===== config.mk =====
export PLATFORM = sky130hd
export DESIGN_NAME = ecc_evt_tally
export DESIGN_NICKNAME = d
export VERILOG_FILES = /design/src/rtl/ecc_evt_pkg.sv /design/src/rtl/ecc_evt_bank.sv /design/src/rtl/ecc_evt_total.sv /design/src/rtl/ecc_evt_poll.sv /design/src/rtl/ecc_evt_policy.sv /design/src/rtl/ecc_evt_tally.sv
export SDC_FILE = /design/constraint.sdc
export NUM_CORES = 1
export LEC_CHECK = 0
export CAP_MARGIN = 5
export CORE_AREA = 8 8 183 185
export DETAILED_ROUTE_END_ITERATION = 10
export DIE_AREA = 0 0 191 193
export GPL_ROUTABILITY_DRIVEN = 0
export PLACE_DENSITY_LB_ADDON = 0.15
export SLEW_MARGIN = 20
export SYNTH_ARGS = -nofsm -noshare
export SYNTH_HDL_FRONTEND = slang
export SYNTH_HIERARCHICAL = 1
export SYNTH_SLANG_ARGS = --single-unit

===== constraint.sdc =====
create_clock -name clk -period 3.6 [get_ports clk]
set_clock_uncertainty 0.1 [all_clocks]
set_input_delay 0.72 -clock clk [delete_from_list [all_inputs] [get_ports clk]]
set_output_delay 0.72 -clock clk [all_outputs]
set_load 0.01 [all_outputs]

===== src/rtl/ecc_evt_pkg.sv =====
package ecc_evt_pkg;
  // kind bit carried by every event
  typedef enum logic {
    KIND_CE = 1'b0,
    KIND_UE = 1'b1
  } evt_kind_e;

  // read address of the correctable total; the uncorrectable one follows it
  function automatic int unsigned tot_base(input int unsigned n_units);
    return 2 * n_units;
  endfunction
endpackage


===== src/rtl/ecc_evt_bank.sv =====
// One counter per sub-block for a single error kind, saturating.
module ecc_evt_bank #(
  parameter int N_UNITS = 4,
  parameter int CNT_W   = 16,
  parameter int UIDX_W  = 2
) (
  input  logic              clk,
  input  logic              rst,
  input  logic              clr,
  input  logic              hit,
  input  logic [UIDX_W-1:0] unit,
  output logic [CNT_W-1:0]  cnt_o [N_UNITS],
  output logic              inc_o
);
  localparam logic [CNT_W-1:0] CNT_MAX = '1;

  // an increment actually lands only if the selected counter has room
  always_comb begin
    inc_o = 1'b0;
    for (int i = 0; i < N_UNITS; i++) begin
      if (unit == UIDX_W'(i)) inc_o = hit && (cnt_o[i] != CNT_MAX);
    end
  end

  always_ff @(posedge clk) begin
    for (int i = 0; i < N_UNITS; i++) begin
      if (rst || clr) begin
        cnt_o[i] <= '0;
      end else if (hit && (unit == UIDX_W'(i)) && (cnt_o[i] != CNT_MAX)) begin
        cnt_o[i] <= cnt_o[i] + 1'b1;
      end
    end
  end

  for (genvar g = 0; g < N_UNITS; g++) begin : g_chk

    cnt_sat_chk: assert property (@(posedge clk) disable iff (rst)
      (cnt_o[g] == CNT_MAX && !clr) |=> (cnt_o[g] == CNT_MAX));

    cnt_step_chk: assert property (@(posedge clk) disable iff (rst)
      (!clr && hit && unit == UIDX_W'(g) && cnt_o[g] != CNT_MAX)
        |=> (cnt_o[g] == $past(cnt_o[g]) + 1'b1));
  end
endmodule


===== src/rtl/ecc_evt_total.sv =====
// Instance-wide accumulator advanced by the bank's landed increments.
module ecc_evt_total #(
  parameter int TOT_W = 18
) (
  input  logic             clk,
  input  logic             rst,
  input  logic             clr,
  input  logic             inc,
  output logic [TOT_W-1:0] tot_o
);
  always_ff @(posedge clk) begin
    if (rst || clr)  tot_o <= '0;
    else if (inc)    tot_o <= tot_o + 1'b1;
  end


  tot_clr_chk: assert property (@(posedge clk) disable iff (rst)
    clr |=> (tot_o == '0));
endmodule


===== src/rtl/ecc_evt_poll.sv =====
// Millisecond prescaler followed by a programmable period counter.
module ecc_evt_poll #(
  parameter int CLKS_PER_MS     = 100000,
  parameter int PW              = 16,
  parameter int DEFAULT_POLL_MS = 1000
) (
  input  logic          clk,
  input  logic          rst,
  input  logic [PW-1:0] poll_ms,
  output logic          tick_o
);
  localparam int PRE_W = $clog2(CLKS_PER_MS + 1);
  localparam logic [PRE_W-1:0] PRE_LAST = PRE_W'(CLKS_PER_MS - 1);
  localparam logic [PW-1:0]    DEF_P    = PW'(DEFAULT_POLL_MS);

  logic [PRE_W-1:0] pre_q;
  logic [PW-1:0]    ms_q;
  logic [PW-1:0]    period;
  logic             ms_wrap;
  logic             last_ms;

  assign period  = (poll_ms == '0) ? DEF_P : poll_ms;
  assign ms_wrap = (pre_q == PRE_LAST);
  assign last_ms = (ms_q >= period - 1'b1);

  always_ff @(posedge clk) begin
    if (rst) begin
      pre_q  <= '0;
      ms_q   <= '0;
      tick_o <= 1'b0;
    end else begin
      tick_o <= 1'b0;
      if (ms_wrap) begin
        pre_q <= '0;
        if (last_ms) begin
          ms_q   <= '0;
          tick_o <= 1'b1;
        end else begin
          ms_q <= ms_q + 1'b1;
        end
      end else begin
        pre_q <= pre_q + 1'b1;
      end
    end
  end


  tick_pulse_chk: assert property (@(posedge clk) disable iff (rst)
    (tick_o && (CLKS_PER_MS > 1)) |=> !tick_o);
endmodule


===== src/rtl/ecc_evt_policy.sv =====
// Log strobe and sticky panic, all registered.
module ecc_evt_policy (
  input  logic clk,
  input  logic rst,
  input  logic acc,
  input  logic is_ue,
  input  logic log_ce_en,
  input  logic log_ue_en,
  input  logic panic_ue_en,
  output logic log_req,
  output logic log_is_ue,
  output logic panic
);
  logic want_log;
  assign want_log = acc && (is_ue ? log_ue_en : log_ce_en);

  always_ff @(posedge clk) begin
    if (rst) begin
      log_req   <= 1'b0;
      log_is_ue <= 1'b0;
      panic     <= 1'b0;
    end else begin
      log_req   <= want_log;
      log_is_ue <= want_log && is_ue;
      if (acc && is_ue && panic_ue_en) panic <= 1'b1;
    end
  end


  log_gate_chk: assert property (@(posedge clk) disable iff (rst)
    log_req |-> $past(acc));

  panic_sticky_chk: assert property (@(posedge clk) disable iff (rst)
    panic |=> panic);
endmodule


===== src/rtl/ecc_evt_tally.sv =====
module ecc_evt_tally
  import ecc_evt_pkg::*;
#(
  parameter int N_UNITS         = 4,
  parameter int CNT_W           = 16,
  parameter int CLKS_PER_MS     = 100000,
  parameter int PW              = 16,
  parameter int DEFAULT_POLL_MS = 1000,
  localparam int UIDX_W = (N_UNITS > 1) ? $clog2(N_UNITS) : 1,
  localparam int TOT_W  = CNT_W + UIDX_W,
  localparam int AW     = $clog2(2 * N_UNITS + 2)
) (
  input  logic              clk,
  input  logic              rst,
  input  logic              evt_valid,
  input  logic [UIDX_W-1:0] evt_unit,
  input  logic              evt_uncorr,
  input  logic              log_ce_en,
  input  logic              log_ue_en,
  input  logic              panic_ue_en,
  input  logic [PW-1:0]     poll_ms,
  input  logic              clr_we,
  input  logic [AW-1:0]     rd_addr,
  output logic [TOT_W-1:0]  rd_data,
  output logic              log_req,
  output logic              log_is_ue,
  output logic              panic,
  output logic              poll_tick
);
  localparam int TBASE = tot_base(N_UNITS);

  logic             accept;
  logic             ce_hit;
  logic             ue_hit;
  logic             ce_inc;
  logic             ue_inc;
  logic [CNT_W-1:0] ce_cnt [N_UNITS];
  logic [CNT_W-1:0] ue_cnt [N_UNITS];
  logic [TOT_W-1:0] ce_tot;
  logic [TOT_W-1:0] ue_tot;
  logic [TOT_W-1:0] rd_next;

  assign accept = evt_valid && !clr_we;
  assign ce_hit = accept && (evt_uncorr == KIND_CE);
  // a panicking uncorrectable event never reaches its counter
  assign ue_hit = accept && (evt_uncorr == KIND_UE) && !panic_ue_en;

  ecc_evt_bank #(.N_UNITS(N_UNITS), .CNT_W(CNT_W), .UIDX_W(UIDX_W)) u_ce_bank (
    .clk(clk), .rst(rst), .clr(clr_we), .hit(ce_hit), .unit(evt_unit),
    .cnt_o(ce_cnt), .inc_o(ce_inc)
  );

  ecc_evt_bank #(.N_UNITS(N_UNITS), .CNT_W(CNT_W), .UIDX_W(UIDX_W)) u_ue_bank (
    .clk(clk), .rst(rst), .clr(clr_we), .hit(ue_hit), .unit(evt_unit),
    .cnt_o(ue_cnt), .inc_o(ue_inc)
  );

  ecc_evt_total #(.TOT_W(TOT_W)) u_ce_tot (
    .clk(clk), .rst(rst), .clr(clr_we), .inc(ce_inc), .tot_o(ce_tot)
  );

  ecc_evt_total #(.TOT_W(TOT_W)) u_ue_tot (
    .clk(clk), .rst(rst), .clr(clr_we), .inc(ue_inc), .tot_o(ue_tot)
  );

  ecc_evt_policy u_policy (
    .clk(clk), .rst(rst), .acc(accept), .is_ue(evt_uncorr),
    .log_ce_en(log_ce_en), .log_ue_en(log_ue_en), .panic_ue_en(panic_ue_en),
    .log_req(log_req), .log_is_ue(log_is_ue), .panic(panic)
  );

  ecc_evt_poll #(
    .CLKS_PER_MS(CLKS_PER_MS), .PW(PW), .DEFAULT_POLL_MS(DEFAULT_POLL_MS)
  ) u_poll (
    .clk(clk), .rst(rst), .poll_ms(poll_ms), .tick_o(poll_tick)
  );

  // read decode: per-unit correctable, per-unit uncorrectable, then totals
  always_comb begin
    rd_next = '0;
    for (int i = 0; i < N_UNITS; i++) begin
      if (rd_addr == AW'(i))           rd_next = TOT_W'(ce_cnt[i]);
      if (rd_addr == AW'(N_UNITS + i)) rd_next = TOT_W'(ue_cnt[i]);
    end
    if (rd_addr == AW'(TBASE))     rd_next = ce_tot;
    if (rd_addr == AW'(TBASE + 1)) rd_next = ue_tot;
  end

  always_ff @(posedge clk) begin
    if (rst) rd_data <= '0;
    else     rd_data <= rd_next;
  end

  // sums of the banks, used only to cross-check the separate totals
  logic [TOT_W-1:0] ce_sum;
  logic [TOT_W-1:0] ue_sum;
  always_comb begin
    ce_sum = '0;
    ue_sum = '0;
    for (int i = 0; i < N_UNITS; i++) begin
      ce_sum = ce_sum + TOT_W'(ce_cnt[i]);
      ue_sum = ue_sum + TOT_W'(ue_cnt[i]);
    end
  end


  tot_ce_sum_chk: assert property (@(posedge clk) disable iff (rst)
    ce_tot == ce_sum);

  tot_ue_sum_chk: assert property (@(posedge clk) disable iff (rst)
    ue_tot == ue_sum);

  ue_panic_hold_chk: assert property (@(posedge clk) disable iff (rst)
    (evt_valid && evt_uncorr && panic_ue_en && !clr_we) |=> ($stable(ue_tot) && panic));
endmodule


# Word level (Yosys, flattened, before mapping)
# Cells that the tools add are included.
# W data, S select, Z words.
[totals]
ff_bits = 219
inputBits = 30
output_inout_bits = 22
word_cells = 115
[classes]
n_addsub = 13
magnitude_cmp = 1
n_eq_ne = 21
muxes = 22
n_bitwise = 2
n_reduce_logical = 39
[ops]
columns = ["operator", "n"]
rows = [
  ["$add A16 B1 Y16 const B", 9],
  ["$mux W18", 8],
  ["$ne A16 B16 Y1 const B", 8],
  ["$mux W16", 4],
  ["$add A18 B1 Y18 const B", 2],
  ["$logic_and A1 B1 Y1", 31],
  ["$add A17 B1 Y17 const B", 1],
  ["$eq A17 B17 Y1 const B", 1],
  ["$eq A4 B3 Y1 const B", 4],
  ["$ge A16 B16 Y1", 1],
  ["$logic_not A16 Y1", 1],
  ["$sub A16 B1 Y16 const B", 1],
  ["$mux W1", 10],
  ["$eq A4 B2 Y1 const B", 2],
  ["$eq A4 B4 Y1 const B", 2],
  ["$eq A2 B2 Y1 const B", 2],
  ["$eq A4 B1 Y1 const B", 1],
  ["$logic_not A4 Y1", 1],
  ["$reduce_or A2 Y1", 2],
  ["$eq A2 B1 Y1 const B", 1],
  ["$logic_not A1 Y1", 2],
  ["$logic_not A2 Y1", 1],
  ["$not A1 Y1", 2],
  ["$logic_or A1 B1 Y1", 1],
]

# Logic depth before layout (Yosys ltp)
# Gate-level depths: netlist (run 1).
[depth]
word_depth = 11
mapped_depth = 15
mapped_depth_nobuf = 13

# Modules after synthesis
# The synthesis (run 1) kept the hierarchy.
[by_module_without_submodules]
columns = ["module", "n_inst", "cells_per_inst", "area_each_um2", "seq_area_each_um2"]
rows = [
  ["ecc_evt_bank", 2, 369, 3160.5, 1281.2],
  ["ecc_evt_poll", 1, 251, 2164.6, 680.7],
  ["ecc_evt_tally", 1, 213, 1791.7, 360.3],
  ["ecc_evt_total", 2, 97, 858.3, 360.3],
  ["ecc_evt_policy", 1, 10, 113.9, 60.1],
]

# Least setup slack after synthesis (run 1)
# OpenSTA, ideal clock, no wires.
[synth_timing]
kind = "input to register"
start = "input poll_ms[10]"
end = "register u_poll.ms_q[12]"
setup_time_ps = 64
t_arrival_ps = 3330
required_time_ps = 3436
setup_slack_ps = 106
stages = 12
path_buffers = 2
cell_sequence = "or4_4 nor3_4 and3_1 buf_4 nand2b_1 ha_1 nand2b_1 a2111oi_0 o311ai_1 o31a_4 buf_6 nor2_1"
[synth_via]
elab_chain_cells = 5
[synth_rtl]
columns = ["item", "line_no", "source"]
rows = [
  ["from (decl)", "ecc_evt_tally.sv:21", "input logic [PW-1:0] poll_ms,"],
  ["$logic_not A16 Y1", "ecc_evt_poll.sv:22", "assign period = (poll_ms == '0) ? DEF_P : poll_ms;"],
  ["$mux W16 (*)", "ecc_evt_poll.sv:22", ""],
  ["$sub A16 B1 Y16 (*)", "ecc_evt_poll.sv:24", "assign last_ms = (ms_q >= period - 1'b1);"],
  ["$ge A16 B16 Y1 (*)", "ecc_evt_poll.sv:24", ""],
  ["$mux W16 (*)", "ecc_evt_poll.sv:35", "if (last_ms) begin"],
  ["to (signal assigned)", "ecc_evt_poll.sv:39", "ms_q <= ms_q + 1'b1;"],
  ["to (decl)", "ecc_evt_poll.sv:17", "logic [PW-1:0] ms_q;"],
]
# Mark *: on every way between the ends. The rest lies on a longest branch, timed or not.
# A chain may end at the register's enable or synchronous reset.

# Worst setup path in the final report (run 1)
[layout_timing]
start = "input poll_ms[11]"
end = "register u_poll.tick_o"
[layout_via]
elab_chain_cells = 5
[layout_rtl]
columns = ["item", "line_no", "source"]
rows = [
  ["$logic_not A16 Y1", "ecc_evt_poll.sv:22", ""],
  ["$mux W16 (*)", "ecc_evt_poll.sv:22", ""],
  ["$sub A16 B1 Y16 (*)", "ecc_evt_poll.sv:24", ""],
  ["$ge A16 B16 Y1 (*)", "ecc_evt_poll.sv:24", ""],
  ["$mux W1 (*)", "ecc_evt_poll.sv:35", ""],
  ["to (signal assigned)", "ecc_evt_poll.sv:30", "tick_o <= 1'b0;"],
  ["to (signal assigned)", "ecc_evt_poll.sv:32", "tick_o <= 1'b0;"],
  ["to (signal assigned)", "ecc_evt_poll.sv:37", "tick_o <= 1'b1;"],
  ["to (decl)", "ecc_evt_poll.sv:10", "output logic tick_o"],
]
# Marked as above.

==> summary.md, run 1 <==
| Metric | Value |
|---|---|
| Htree depth | 1 |
| Metal-1 WL | 16100 um |
| Area Overhead vs Synth | 18.9% |
| Synth warnings | 6 |
| Io pins | 52 |
| Total power | 0.00537 W |
| Vias/cell | 5.42 |
| Final setup vio count | 0 |
| 1st-pass router iterations | 5 |
| Status | completed |
| Top cell type's share of synthesized area | 36.2% |
| Flop2flop setup slack | 0.62 ns |
| Clock buffer depth | 3 |
| Root Driver | clkbuf_16 |
| Antenna violations before repair | 0 |
| Setup ws final | 0.134 ns |
| CTS Hold Bufs | 0 |
| Met3 WL | 1940 um |
| Wire per inst | 17.3 um |
| Area of the core | 30800 sq um |
| Die X-Extent | 191 um |
| Row count | 65 |
| Largest net degree at the start of global routing | 41 |
| Largest area contributor in the netlist | dfxtp_1 |
| Worst slew margin | 36.7% |
| Fin Hold WS | 0.354 ns |
| Via count | 10500 |
| Mapped Area | 12100 sq um |
| Post-synthesis cell count | 1406 |
| Most frequent cells after synthesis | dfxtp_1 (219), nor2_1 (211), xnor2_1 (114) |
| Total wire length | 33500 um |
| TritonCTS Sinks | 219 |
| Power per Cell Area | 373 nW/um^2 |
| Total GRT Usage | 18.0% |
| CP endpoint kind | flip-flop |
| Fillers | 3093 |
| Crit path required time | 3.91 ns |
| Critical Path Start Type | input port |
| Seq/Total Area, Yosys | 36.2% |
| Multi-input gate area | 7390 sq um |
| Maximum VDD drop | 0.000329 V |
| Count leader, synth | dfxtp_1 |
| PostCTS Resize Cnt | 0 |
| Final Hold Fails | 0 |
| Fmax | 0.289 GHz |
| Worst r2r src | u_ue_bank/cnt_o[32] |
| CTS tree | built |
| Port bufs | 51 |
| Slew @ Worst Pin | 0.948 ns |
| Grt total ovfl | 0 |
| Final min period | 3.47 ns |
| Register area | 4380 sq um |
| Hold WC Path Type | flip-flop to flip-flop |
| Min-delay src | u_poll/pre_q[0] |
| Residual DRC count | 0 |
| Die area | 36900 sq um |
| Number of synthesized register bits | 219 |
| Final HPWL DP | 25300 um |
| Max layer used | met4 |
| DRT iter0 DRCs | 845 |
| WP data arrival | 3.78 ns |
| Worst-Skew Late Latency | 0.55 ns |
| Lkg Pwr | 4.95 nW |
| Pre-CTS setup slack | -0.490 ns |
| Worst-path fanout max | 3 |
| Initial core utilization | 39.3% |
| # Post-CTS Setup Buffers | 0 |
| Clock-pin slew on the worst setup and hold paths | 0.05 ns |
| Post-Syn Area per Cell | 8.61 sq um |
| Max-cap violations | 0 |
| Fin. max-slew vios | 0 |
| Post-synth EDFFs | 0 |
| Synth cell types | 74 |
| Setup CP Type | input port to flip-flop |
| Area contributors post-synth | dfxtp_1 (36%), xnor2_1 (8.2%), nor2_1 (6.5%), mux2i_1 (5.0%), xor2_1 (3.3%) |
| Final #Nets | 1576 |
| CP startpoint | poll_ms[11] |
| Syn nets | 1465 |
| Num CTS Buffers | 26 |
| Crit share post-route | 96.3% |
| Met2 WL | 14900 um |
| Routed Antenna Nets | 0 |
| Ys async rst share | 0% |
| Die Y | 193 um |
| Number of diodes | 0 |
| Layout cell share with drive strength beyond 1 | 12.7% |
| Top_reg_cell synth | dfxtp_1 |
| First-pass GRT wire length | 53900 um |
| Number of global-route vias before repair | 9992 |
==> cell usage in the layout (no fill, tap or decap), drive strengths merged, types with 10 or more instances in the layout <==
master and count:
nor2 212, xor2 46, xnor2 114, and4 14, mux2i 61, and3 17
ha 29, clkdlybuf4s50 45, buf 81, a21oi 41, o21ai 37, or3 17
nand3 67, inv 38, o22a 15, nand4 60, or2 10, nor4 34
a22oi 31, o221ai 15, nor3 65, nand2 106, a211oi 25, dfxtp 219
clkbuf 40
==> worst max-delay path: stages <==
cell	delay, ns
clkdlybuf4s50_1	0.42
or4_4	0.55
nor3_4	0.26
a211oi_4	0.10
and2b_1	0.18
xnor2_1	0.12
ha_1	0.29
a21oi_1	0.12
o21ai_0	0.12
a21oi_2	0.18
o311ai_2	0.17
or2_2	0.36
and3b_1	0.18
==> final cells by class <==
type	count	area share [%]
Clock buffer	40	5.44
Clock inverter	4	0.408
Inverter	38	0.990
Multi-Input combinational cell	1101	51.3
Sequential cell	219	30.4
Tap cell	402	3.49
Timing Repair Buffer	131	7.94
==> through the flow <==
stage / std cells / setup TNS (ns) / utilization, % / cell area, sq um
after floorplan: 1406 / 0 / - / 12100
after global placement: 1890 / -7.49 / 43.8 / 13500
after detailed placement: 1890 / -8.65 / 43.8 / 13500
after CTS: 1934 / 0 / 46.5 / 14300
after global routing: 1935 / -0.00369 / 46.7 / 14400
final: 1935 / 0 / 46.7 / 14400
==> logic make-up after synthesis <==
group / count (synthesis) / share of synthesized area, %
adder cells (fa/ha/maj): 29 / 3.00
AO/OA/AOI/OAI: 190 / 10.8
AND/OR/NAND/NOR: 657 / 29.7
XOR/XNOR: 160 / 11.6
multiplexers: 64 / 5.41
buffers and inverters: 87 / 3.22
flip-flops: 219 / 36.2
==> worst paths after layout <==
kind	end	depth (start not counted)
worst max-delay path	u_poll/tick_o	13
worst min-delay path	u_poll/pre_q[0]	1
worst max register to register	u_ue_tot/tot_o[15]	11
worst min register to register	u_poll/pre_q[0]	1
==> metal layers <==
| metal | vias up | global-route usage (%) |
|---|---|---|
| met1 | 4961 | 25.0 |
| met2 | 226 | 28.6 |
| met5 | - | 0 |
| met3 | 36 | 3.31 |
| met4 | 0 | 4.12 |
| li1 | 5267 | - |
==> registers in the layout, summed over array words and instances, names as in the netlist <==
name,count
u_ce_bank/cnt_o,64
u_poll/pre_q,17
u_ue_bank/cnt_o,64
rd_data,18
u_ue_tot/tot_o,18
u_poll/tick_o,1
u_ce_tot/tot_o,18
u_policy/log_req,1
u_policy/log_is_ue,1
u_poll/ms_q,16
u_policy/panic,1
==> power by group <==
| group | switching [W] | internal [W] | total, W |
|---|---|---|---|
| Clock | 0.00103 | 0.00155 | 0.00258 |
| Sequential | 0.00000726 | 0.00244 | 0.00244 |
| Combinational | 0.000190 | 0.000148 | 0.000338 |
| Total | 0.00123 | 0.00414 | 0.00537 |
Note: power is estimated with default switching activity, not from simulation.
==> run 2, diff against run 1 <==
--- a/config.mk
+++ b/config.mk
@@ -6,11 +6,12 @@
 export NUM_CORES = 1
 export LEC_CHECK = 0
 export CAP_MARGIN = 5
-export CORE_AREA = 8 8 183 185
+export CORE_AREA = 8 8 210 212
 export DETAILED_ROUTE_END_ITERATION = 10
-export DIE_AREA = 0 0 191 193
+export DIE_AREA = 0 0 218 220
 export GPL_ROUTABILITY_DRIVEN = 0
 export PLACE_DENSITY_LB_ADDON = 0.15
+export SKIP_LAST_GASP = 1
 export SLEW_MARGIN = 20
 export SYNTH_ARGS = -nofsm -noshare
 export SYNTH_HDL_FRONTEND = slang
==> run 2 against run 1 <==
Clock power grew 15%; count of clock-buffer cells in the layout shrank 4; global-route usage shrank 3.5 points; design area grew 2.7%; routed wire length grew 6.8%; largest power group unchanged.
==> summary.md, run 2 (synthesis results as in run 1) <==
| Metric | Value |
|---|---|
| Status | completed |
| Slew @ Worst Pin | 0.905 ns (-0.0434 ns) |
| Worst-path fanout max | 7 (+4) |
| Crit share post-route | 97.8% (+1.5 points) |
| Power per Cell Area | 389 nW/um^2 (+4.3%) |
| Fillers | 4194 (+36%) |
| Via count | 10500 (+0.18%) |
| Area of the core | 40600 sq um (+32%) |
| Max-cap violations | 0 (unchanged) |
| Clock-pin slew on the worst setup and hold paths | 0.06 ns (about the same) |
| Number of global-route vias before repair | 9979 (-0.13%) |
| DRT iter0 DRCs | 639 (-24%) |
| Hold depth | 1 (unchanged) |
| Htree depth | 1 (unchanged) |
| Critical R2R Capture | u_ue_tot/tot_o[15] |
| Layout cell share with drive strength beyond 1 | 14.0% (+1.3 points) |
| Commonest non-fill, non-tap cells in the layout | dfxtp_1 (219), nor2_1 (204), xnor2_1 (113) |
| Flop2flop setup slack | 0.73 ns (+0.11 ns) |
| Num CTS Buffers | 28 (+7.7%) |
| Setup ws final | 0.0797 ns (-0.0544 ns) |
| Worst r2r src | u_ue_bank/cnt_o[16] |
| Port bufs | 51 (unchanged) |
| 1st-pass router iterations | 7 (+2) |
| Final Non-Filler Cells | 2075 (+7.2%) |
| Clock buffer depth | 3 (unchanged) |
| Area Overhead vs Synth | 22.2% |
| Final HPWL DP | 26700 um (+5.8%) |
| First-pass GRT wire length | 56400 um (+4.6%) |
| Worst-Skew Late Latency | 0.57 ns (+0.02 ns) |
| Placed cell count | 2022 (+7.0%) |
| Setup CP Type | input port to flip-flop |
| Row count | 74 (+14%) |
| WP data arrival | 3.90 ns (+0.12 ns) |
| Min-delay src | u_poll/pre_q[0] |
| Critical Path Start Type | input port |
| Maximum VDD drop | 0.000301 V (-8.7%) |
| Total GRT Usage | 14.5% (-3.5 points) |
| Lkg Pwr | 5.09 nW (+2.7%) |
| CTS tree | built |
| Final setup vio count | 0 (unchanged) |
| Die area | 48000 sq um (+30%) |
| CP endpoint kind | flip-flop |
| Largest net degree at the start of global routing | 41 (unchanged) |
| FF-to-FF path depth | 11 (unchanged) |
| Final #Nets | 1582 (+0.38%) |
| Register area | 4380 sq um (unchanged) |
| Vias/cell | 5.06 (-6.6%) |
| Grt total ovfl | 0 (unchanged) |
| Initial core utilization | 29.9% (-9.4 points) |
| Final Hold Fails | 0 (unchanged) |
| Antenna violations before repair | 0 (unchanged) |
| Final min period | 3.52 ns (+0.0544 ns) |
| Die X-Extent | 218 um (+14%) |
| Pre-CTS setup slack | -0.451 ns (+0.0386 ns) |
| Residual DRC count | 0 (unchanged) |
| Die Y | 220 um (+14%) |
| Root Driver | clkbuf_16 |
| Multi-input gate area | 7430 sq um (+0.64%) |
| Worst slew margin | 39.6% (+2.9 points) |
| Routed Antenna Nets | 0 (unchanged) |
| Hold WC Path Type | flip-flop to flip-flop |
| Largest regs | u_ce_bank/cnt_o: 64 flops, u_ue_bank/cnt_o: 64 flops |
| TritonCTS Sinks | 219 (unchanged) |
| CTS Hold Bufs | 0 (unchanged) |
| Hold endpoint | u_poll/pre_q[0] |
| Total wire length | 35800 um (+6.8%) |
| Fmax | 0.284 GHz (-1.5%) |
| Leading cell type in the layout, fill and taps excluded | dfxtp_1 |
| Io pins | 52 (unchanged) |
| Crit path required time | 3.98 ns (+0.07 ns) |
| Number of diodes | 0 (unchanged) |
| Fin. max-slew vios | 0 (unchanged) |
| Wire per inst | 17.3 um (-0.43%) |
## run 2: worst max-delay path by stage
stage | from | slack [ns] | cells past startpoint | end
finish | poll_ms[13] | 0.08 | 14 | u_poll/ms_q[9]
global route | poll_ms[13] | -0.04 | 14 | u_poll/ms_q[9]
CTS | poll_ms[4] | 0.12 | 13 | u_poll/ms_q[9]
detailed placement | poll_ms[4] | -0.45 | 13 | u_poll/ms_q[11]
global placement | poll_ms[4] | -0.41 | 13 | u_poll/ms_q[6]
floorplan | poll_ms[10] | 0.11 | 12 | u_poll/ms_q[12]
## run 2: critical path, cell delays in order
cell and delay (ns):
clkdlybuf4s50_1 0.42, or4_4 0.57, nor3_4 0.24, buf_6 0.15
a211oi_4 0.06, and2b_1 0.19, xnor2_2 0.13, ha_1 0.32
a21oi_2 0.11, o21ai_1 0.10, a21oi_4 0.16, o311ai_4 0.14
o31a_4 0.45, nor2_2 0.13
## run 2: layer usage
layer | wire length (um) | GRT usage (%) | vias to the layer above
met1 | 17100 | 19.8 | 4951
met2 | 16200 | 23.2 | 206
met3 | 1500 | 2.43 | 59
met5 | 0 | 0 | -
li1 | - | - | 5293
met4 | 1090 | 4.61 | 0
## run 2: repair_timing
action,CTS,global route
resized for setup,0,27
setup buffers,0,3
setup endpoints to repair,0,15
hold endpoints to repair,0,0
## run 2: area by class of cell
type | count | area share, %
well taps | 532 | 4.50
clock buffers | 36 | 5.34
clock inverters | 14 | 1.29
inverters | 38 | 0.964
multi-input cells | 1101 | 50.2
repair buffers | 135 | 8.03
flip-flops and latches | 219 | 29.6
## run 2: power by group
group,leakage (nW),switching (W),internal (W),total [W]
sequential,1.77,0.00000736,0.00244,0.00244
combinational,2.83,0.000197,0.000151,0.000348
clock,0.487,0.00112,0.00183,0.00296
## run 2: stage by stage
step	setup TNS, ns	cell area (sq um)	util [%]	hold slack [ns]	power, W
floorplan	0	12100	-	0.326	0.00267
global placement	-7.37	13700	33.7	0.343	0.00284
detailed placement	-8.34	13700	33.7	0.354	0.00284
CTS	0	14700	36.2	0.368	0.00585
global route	-0.0898	14800	36.5	0.407	0.00598
finish	0	14800	36.5	0.364	0.00575
==> run 3, diff against run 2 <==
--- a/config.mk
+++ b/config.mk
@@ -6,14 +6,16 @@
 export NUM_CORES = 1
 export LEC_CHECK = 0
 export CAP_MARGIN = 5
-export CORE_AREA = 8 8 210 212
+export CORE_AREA = 8 8 161 277
 export DETAILED_ROUTE_END_ITERATION = 10
-export DIE_AREA = 0 0 218 220
+export DIE_AREA = 0 0 169 285
 export GPL_ROUTABILITY_DRIVEN = 0
 export PLACE_DENSITY_LB_ADDON = 0.15
+export SETUP_SLACK_MARGIN = 0.1
 export SKIP_LAST_GASP = 1
 export SLEW_MARGIN = 20
 export SYNTH_ARGS = -nofsm -noshare
 export SYNTH_HDL_FRONTEND = slang
 export SYNTH_HIERARCHICAL = 1
 export SYNTH_SLANG_ARGS = --single-unit
+export TNS_END_PERCENT = 100
==> run 3 against run 2 <==
Non-clock buffer count rose by 11; sequential cell count did not move; critical path depth fell by 2; worst setup slack improved by 0.19 ns; sequential share of layout area barely moved; clock power fell by 5%; sequential power barely moved; via count rose by 1.6%; design area barely moved; cell count rose by 1.2%; critical path type unchanged.
==> summary.md, run 3 (synthesis results as in run 1) <==
| Metric | Value |
|---|---|
| Status | completed |
| Setup ws final | 0.266 ns (+0.186 ns) |
| Largest net degree at the start of global routing | 51 (+24%) |
| Worst slew margin | 33.7% (-5.8 points) |
| Fin. max-slew vios | 0 (unchanged) |
| CTS tree | built |
| CP peak stage delay | 0.57 ns (about the same) |
| Final min period | 3.33 ns (-0.186 ns) |
| Final HPWL DP | 29600 um (+11%) |
| Clock-pin slew on the worst setup and hold paths | 0.06 ns (about the same) |
| Die X-Extent | 169 um (-22%) |
| Die Y | 285 um (+30%) |
| Sequential share of power | 43.6% (+1.1 points) |
| Routed Antenna Nets | 0 (unchanged) |
| Residual DRC count | 0 (unchanged) |
| Fmax | 0.300 GHz (+5.6%) |
| Pre-CTS setup slack | -0.466 ns (-0.0145 ns) |
| Comb power frac | 6.5% (+0.4 points) |
| Final Hold Fails | 0 (unchanged) |
| 1st-pass router iterations | 6 (-1) |
| Lkg Pwr | 5.09 nW (about the same) |
| DRT iter0 DRCs | 519 (-19%) |
| Area Overhead vs Synth | 22.3% (about the same) |
| Slew @ Worst Pin | 0.992 ns (+0.0875 ns) |
| Area of the core | 40700 sq um (+0.38%) |
| Htree depth | 1 (unchanged) |
| Clock buffer depth | 3 (unchanged) |
| RSZ-0062 raised after global routing | no |
| Leading cell type in the layout, fill and taps excluded | dfxtp_1 |
| Antenna violations before repair | 1 (+1) |
| Port bufs | 51 (unchanged) |
| Total wire length | 38200 um (+6.7%) |
| First-pass GRT wire length | 59800 um (+6.0%) |
| Sw Share | 23.5% (+0.38 points) |
| Hold WC Path Type | flip-flop to flip-flop |
| Worst-path fanout max | 5 (-2) |
| Number of global-route vias before repair | 11000 (+10%) |
| Critical Path Start Type | input port |
| Via count | 10700 (+1.6%) |
| Crit share post-route | 92.6% (-5.2 points) |
| Maximum VDD drop | 0.000247 V (-18%) |
| Io pins | 52 (unchanged) |
| Grt total ovfl | 0 (unchanged) |
| Clock share of power | 49.9% (-1.5 points) |
| CP delay by family, top | simple AND/OR/NAND/NOR gates |
| Die area | 48200 sq um (+0.43%) |
| Setup CP Type | input port to flip-flop |
| Worst-Skew Late Latency | 0.53 ns (-0.04 ns) |
| P_sw | 0.00131 W (-1.0%) |
| WP data arrival | 3.66 ns (-0.24 ns) |
| Buf/Inv on CP | 3 (+1) |
| Int Power | 0.00429 W (-3.1%) |
| Fillers | 4278 (+2.0%) |
| Vias/cell | 5.09 (+0.43%) |
| TritonCTS Sinks | 219 (unchanged) |
| Max-cap violations | 0 (unchanged) |
| Slowest-stage cell, CP | clkdlybuf4s50_1 |
| Largest regs | u_ce_bank/cnt_o: 64 flops, u_ue_bank/cnt_o: 64 flops |
| Commonest non-fill, non-tap cells in the layout | dfxtp_1 (219), nor2_1 (205), xnor2_1 (114) |
| Final setup vio count | 0 (unchanged) |
| Total GRT Usage | 15.6% (+1.0 points) |
| Setup TNS | 0 ns (unchanged) |
| Root Driver | clkbuf_16 |
| Initial core utilization | 29.7% (-0.11 points) |
| Final #Nets | 1589 (+0.44%) |
| Power per Cell Area | 378 nW/um^2 (-2.7%) |
| Wire per inst | 18.2 um (+5.5%) |
| Row count | 98 (+32%) |
| Crit path required time | 3.92 ns (-0.06 ns) |
| Crit path cell chain | clkdlybuf4s50_1 -> nor2b_1 -> nor2b_1 -> buf_4 -> and3b_1 -> a21boi_0 -> buf_4 -> or4_1 -> nand4_4 -> nor4_4 -> a211oi_1 -> a31o_1 |
| Num CTS Buffers | 24 (-14%) |
| Layout cell share with drive strength beyond 1 | 14.4% (+0.41 points) |
| CP endpoint kind | flip-flop |
[run 3: cell types whose count changed in the layout (fill, tap and decap cells not counted), moves of 3 or more]
cell	before	now
dlymetal6s2s_1	4	7
clkbuf_16	28	25
buf_4	80	93
clkbuf_8	6	3
clkinvlp_4	1	4
nor2_2	8	5
clkinv_2	6	3
clkdlybuf4s50_1	46	43
[run 3: cell type report]
cell class	instances	area [sq um]	share of cell area, %
clock inverter	16	230	1.55
multi-input combinational	1101	7440	50.2
timing repair buffer	146	1250	8.46
tap	550	688	4.65
antenna	1	2.50	0.0169
inverter	38	143	0.963
clock buffer	28	667	4.50
sequential	219	4380	29.6
[run 3: path summary, 6_finish.rpt]
kind	end	cells past startpoint	start	slack, ns
setup reg to reg	u_ce_tot/tot_o[15]	10	u_ce_bank/cnt_o[16]	0.69
hold / removal	u_poll/pre_q[0]	1	u_poll/pre_q[0]	0.37
hold reg to reg	u_poll/pre_q[0]	1	u_poll/pre_q[0]	0.37
setup / recovery	u_ce_tot/tot_o[17]	12	clr_we	0.27
[run 3: repair_timing]
| item | 4_1_cts | 5_1_grt |
|---|---|---|
| endpoints found under the setup margin | 6 | 25 |
| hold buffers | 0 | 0 |
| setup buffers | 0 | 1 |
| cloned | 0 | 1 |
| gates resized for setup | 0 | 31 |
| pin swaps | 1 | 29 |
[run 3: per-stage QoR]
step / utilization (%) / std cells / power [W] / area [sq um] / hold WS, ns
after floorplan: - / 1406 / 0.00267 / 12100 / 0.326
after global placement: 33.8 / 2052 / 0.00285 / 13800 / 0.339
after detailed placement: 33.8 / 2052 / 0.00285 / 13800 / 0.353
after CTS: 36.0 / 2096 / 0.00568 / 14700 / 0.369
after global routing: 36.4 / 2099 / 0.00580 / 14800 / 0.400
final: 36.4 / 2099 / 0.00560 / 14800 / 0.365
[run 3: metal layers]
layer	routed length (um)	vias to the layer above	GRT usage, %
met4	2270	0	9.99
met2	20200	227	29.4
met5	0	-	0
li1	-	5295	-
met3	1380	103	1.77
met1	14400	5051	15.9
[run 3: power groups by stage]
stage | clock (W) | sequential [W] | combinational [W]
2_1_floorplan | 0 | 0.00250 | 0.000174
3_3_place_gp | 0 | 0.00250 | 0.000351
3_5_place_dp | 0 | 0.00250 | 0.000353
4_1_cts | 0.00289 | 0.00244 | 0.000354
5_1_grt | 0.00297 | 0.00244 | 0.000387
6_report | 0.00280 | 0.00244 | 0.000362
[run 3: worst reg2reg max path: stages, from the launching register on]
cell      delay (ns)
dfxtp_1         0.47
ha_1            0.25
nand3_1         0.14
nor3_2          0.28
a21boi_0        0.12
buf_4           0.16
or4_1           0.64
nand4_4         0.19
nor3_1          0.07
nand2_1         0.07
mux2_2          0.32
